===== config.mk =====
export PLATFORM = sky130hd
export DESIGN_NAME = field_reg
export DESIGN_NICKNAME = d
export VERILOG_FILES = /design/src/rtl/field_pkg.sv /design/src/rtl/field_strobes.sv /design/src/rtl/field_hw_qual.sv /design/src/rtl/field_next.sv /design/src/rtl/field_reg.sv
export SDC_FILE = /design/constraint.sdc
export NUM_CORES = 1
export LEC_CHECK = 0
export ABC_AREA = 1
export BUFFER_PORTS_ARGS = -buffer_cell sky130_fd_sc_hd__buf_4
export CORE_AREA = 4 4 43 45
export DETAILED_ROUTE_END_ITERATION = 16
export DIE_AREA = 0 0 47 49
export PLACE_DENSITY_LB_ADDON = 0.25
export SYNTH_ARGS = -nofsm -noshare
export SYNTH_HDL_FRONTEND = slang
export SYNTH_SLANG_ARGS = --single-unit

===== constraint.sdc =====
create_clock -name clk -period 0.8 [get_ports clk]
set_input_delay 0.04 -clock clk [delete_from_list [all_inputs] [get_ports clk]]
set_output_delay 0.04 -clock clk [all_outputs]
set_load 0.02 [all_outputs]

===== src/rtl/field_pkg.sv =====
package field_pkg;
  typedef enum logic [1:0] {
    FM_PLAIN      = 2'd0,
    FM_PULSE      = 2'd1,
    FM_STICKY_BIT = 2'd2,
    FM_STICKY_CAP = 2'd3
  } field_mode_e;
endpackage


===== src/rtl/field_strobes.sv =====
module field_strobes (
  input  logic sw_rd,
  input  logic sw_wr,
  output logic swacc,
  output logic swmod
);
  // access notices are same-cycle images of the qualified strobes
  assign swacc = sw_rd;
  assign swmod = sw_wr;
endmodule


===== src/rtl/field_hw_qual.sv =====
module field_hw_qual (
  input  logic hw_we,
  input  logic hw_wel,
  output logic hw_upd
);
  // either polarity of enable requests an update
  assign hw_upd = hw_we | ~hw_wel;
endmodule


===== src/rtl/field_next.sv =====
module field_next #(
  parameter int W = 8,
  parameter field_pkg::field_mode_e MODE = field_pkg::FM_PLAIN
) (
  input  logic [W-1:0] cur,
  input  logic         hw_upd,
  input  logic [W-1:0] hw_next,
  input  logic         sw_wr,
  input  logic [W-1:0] sw_wdata,
  output logic [W-1:0] nxt
);
  localparam logic [W-1:0] ZERO = '0;

  generate
    if (MODE == field_pkg::FM_PLAIN) begin : g_plain
      always_comb begin
        if (hw_upd)     nxt = hw_next;
        else if (sw_wr) nxt = sw_wdata;
        else            nxt = cur;
      end
    end else if (MODE == field_pkg::FM_PULSE) begin : g_pulse
      always_comb begin
        if (hw_upd)     nxt = hw_next;
        else if (sw_wr) nxt = sw_wdata;
        else            nxt = ZERO;
      end
    end else if (MODE == field_pkg::FM_STICKY_BIT) begin : g_sbit
      logic [W-1:0] clr_mask;
      logic [W-1:0] set_mask;
      always_comb begin
        clr_mask = sw_wr  ? sw_wdata : ZERO;
        set_mask = hw_upd ? hw_next  : ZERO;
        nxt      = (cur & ~clr_mask) | set_mask;
      end
    end else begin : g_scap
      logic [W-1:0] clr_mask;
      logic [W-1:0] kept;
      always_comb begin
        clr_mask = sw_wr ? sw_wdata : ZERO;
        kept     = cur & ~clr_mask;
        if (hw_upd && (hw_next != ZERO) && (kept == ZERO)) nxt = hw_next;
        else                                               nxt = kept;
      end
    end
  endgenerate
endmodule


===== src/rtl/field_reg.sv =====
module field_reg #(
  parameter int W = 8,
  parameter field_pkg::field_mode_e MODE = field_pkg::FM_PLAIN,
  parameter logic [W-1:0] RST_VAL = '0
) (
  input  logic         clk,
  input  logic         rst_n,
  input  logic         sw_rd,
  input  logic         sw_wr,
  input  logic [W-1:0] sw_wdata,
  output logic [W-1:0] sw_rdata,
  input  logic [W-1:0] hw_next,
  input  logic         hw_we,
  input  logic         hw_wel,
  output logic [W-1:0] value,
  output logic         swacc,
  output logic         swmod
);
  logic         hw_upd;
  logic [W-1:0] nxt;
  logic [W-1:0] q;

  field_strobes u_strb (
    .sw_rd (sw_rd),
    .sw_wr (sw_wr),
    .swacc (swacc),
    .swmod (swmod)
  );

  field_hw_qual u_qual (
    .hw_we  (hw_we),
    .hw_wel (hw_wel),
    .hw_upd (hw_upd)
  );

  field_next #(.W(W), .MODE(MODE)) u_next (
    .cur      (q),
    .hw_upd   (hw_upd),
    .hw_next  (hw_next),
    .sw_wr    (sw_wr),
    .sw_wdata (sw_wdata),
    .nxt      (nxt)
  );

  always_ff @(posedge clk) begin
    if (!rst_n) q <= RST_VAL;
    else        q <= nxt;
  end

  assign value    = q;
  assign sw_rdata = q;
endmodule


==> results.yml <==
drt:
  drtPass1Iterations: 4
  drtAntennaViolNets: 0
  wl_met2_um: 698
  wl_met1_um: 553
  route.vias.total: 611
  avgRoutedWirePerCell_um: 11.38
  drc: 0
  routed_wl_mm: 1.434
  wl_met3_um: 172
  dr.first_iter.drc_count: 10
  top_layer: "met4"
  avgViaCountPerCell: 4.849
die:
  core-area_um2: 1471
  die_area_um2: 2303
  start_util_pct: 36.56
  die_w_um: 47
  io_pins: 40
  fp.dieH_um: 49
  rows: 14
layout:
  largest_reg_flops: 8
  antenna_cells: 0
  finalInstanceArea_um2: 795.8
  fin_nets: 134
  post-route-util_pct: 54.08
  fill_cells: 149
  syn2layout_area_growth_pct: 47.91
  drive_gt1_share_pct: 48.18
cts:
  cts.sink_count: 8
  postCtsSetupBuffers: 0
  clock_tree.root_cell: "clkbuf_4"
  cts_hold_buf: 0
  clockBufferDepth: 2
  cts_max_level: 1
  numCtsBuffers: 3
  cts_tree: "built"
  clkTransAtPathRegs_ns: 0.06
  clkLatencyLatePin_ns: 0.25
synthesis:
  synthCells: 82
  synth_top_family_by_area: "simple AND/OR/NAND/NOR gates"
  yosysWarnings: 0
  synth_nets: 104
  synth.area.mux_share_pct: 0
  synth-edff-count: 0
  yosysMostFrequentCell: "nand2_1"
  synth-seq-area-share_pct: 29.77
  synth_compound_gate_area_share_pct: 7.442
  yosys-top-cells-area: "dfxtp_1 30%, nand2_1 17%, buf_4 15%"
  syn_area_um2: 538.0
  synth-seq-cells: 8
  ys_top_cells_by_count: "24 x nand2_1, 11 x buf_4, 9 x inv_1"
  ys_async_sr_fraction_pct: 0
  synth_top_area_share_pct: 29.77
  synthXorXnorAreaFrac_pct: 0
  yosysTopAreaCell: "dfxtp_1"
  synthSimpleGateAreaFrac_pct: 34.65
  synth-main-ff-cell: "dfxtp_1"
  synthDistinctLibCells: 11
  synth_adder_area_share_pct: 0
  syn-mean-instance-area_um2: 6.561
sta:
  period_needed_ns: 0.7747
  maxSlewHeadroom_pct: 82.79
  fin_worst_skew_ns: 0
  finalSetupViolations: 0
  rsz0062_at_grt: "yes"
  drv_slew: 0
  max_freq_ghz: 1.291
  worstMarginPinSlew_ns: 0.2578
  period_share_pct: 96.84
  finalHoldViolCount: 0
pwr:
  ir_drop_mv: 0.8541
  power_density_nw_per_um2: 1480
  leakagePower_uw: 0.0004431
critical_path:
  max_stage_delay_ns: 0.33
  crit_buf_inv: 1
  r2r_setup_slack_ns: 0.13
  r2r_cells: 2
  crit_path_end_kind: "output pin"
  slowest_stage: "dfxtp_2"
  worst_path_dominant_cell_family: "flip-flops"
  worstPathCellList: "buf_4"
  crit_end: "value[2]"
  cp_max_fo: 3
  cp-startpoint: "sw_rdata[2]$_SDFFE_PN0P_"
  worst_setup_path_start_kind: "flop"
  path_depth: 1
  arrival_ns: 0.73
  crit_required_ns: 0.76
  regToRegStartpoint: "sw_rdata[2]$_SDFFE_PN0P_"
  rr_endpoint: "sw_rdata[2]$_SDFFE_PN0P_"
  crit_type: "flop to output pin"
grt:
  grt_pass1_vias: 540
  grtUsageTotal_pct: 13.82
  grt_pass1_wl_mm: 2.359
  grt_max_degree: 17
  grt_antenna_before_repair: 0
  grt-ovfl-total: 0
placed_design:
  gp_congestion: 0.7891
  io_buffers: 37
  placed_cell_area_um2: 753.2
  dp.final_hpwl_mm: 1.119
status:
  outcome: "completed"
job:
  cap_violations: 0
hold_path:
  hp-class: "input pin to output pin"
## what timing repair did
action                                  in CTS  in global routing
endpoints found under the hold margin        0                  0
endpoints found under the setup margin      14                  6
resized for setup                            7                  4
## layer usage
layer / global-route usage [%] / vias to the layer above
met5: 0 / -
met4: 5.530 / 0
met3: 4.797 / 2
met2: 20.14 / 29
met1: 18.10 / 268
li1: - / 312
## stage by stage
step	setup WS [ns]	setup TNS, ns	hold slack [ns]	cells	total power (µW)
global route	-0.004180	-0.01048	0.08024	126	1250
CTS	0.003900	0	0.08040	126	1180
finish	0.02525	0	0.08021	126	1178
floorplan	0.05599	0	0.1926	82	709.5
global placement	0.1263	0	0.08040	123	847.3
detailed placement	0.1027	0	0.08040	123	853.8
## cells in the final DEF, fill, tap and decap left out
master / instances
a21oi_1: 8
buf_12: 1
buf_4: 36
buf_6: 2
clkbuf_4: 3
dfxtp_2: 7
dfxtp_4: 1
inv_1: 9
inv_2: 2
nand2_1: 24
nand2_2: 1
nand3_1: 8
nand4_1: 8
## worst reg2reg max path: stages (launching register included)
cell	delay, ns
dfxtp_2	0.34
nand4_1	0.09
a21oi_1	0.16
## report_power, final
part	internal, µW	total [µW]	leakage [µW]	switching [µW]
sequential	434	458	0.0000691	24.3
combinational	193	394	0.000360	200
clock	173	326	0.0000138	153
total	800	1180	0.000443	378
## layout make-up
class	count	area [µm²]	share of cell area, %
Tap cell	16	20.02	2.516
Clock buffer	3	22.52	2.830
Inverter	11	41.29	5.189
Multi-Input combinational cell	49	226.5	28.46
Sequential cell	8	172.7	21.70
Timing Repair Buffer	39	312.8	39.31
## worst min path at each step
stage,startpoint,to,slack (ns),cells after the start
floorplan,sw_rd,swacc,0.19,1
global placement,sw_rd,swacc,0.08,0
detailed placement,sw_rd,swacc,0.08,0
CTS,sw_rd,swacc,0.08,0
global route,sw_rd,swacc,0.08,0
finish,sw_rd,swacc,0.08,0
## kinds of logic (layout without fill, tap and decap cells)
logic type | count (synthesis) | in the layout
compound gates | 8 | 8
buf+inv | 25 | 53
flops | 8 | 8
simple gates | 41 | 41
Note: power is estimated with default switching activity, not from simulation.
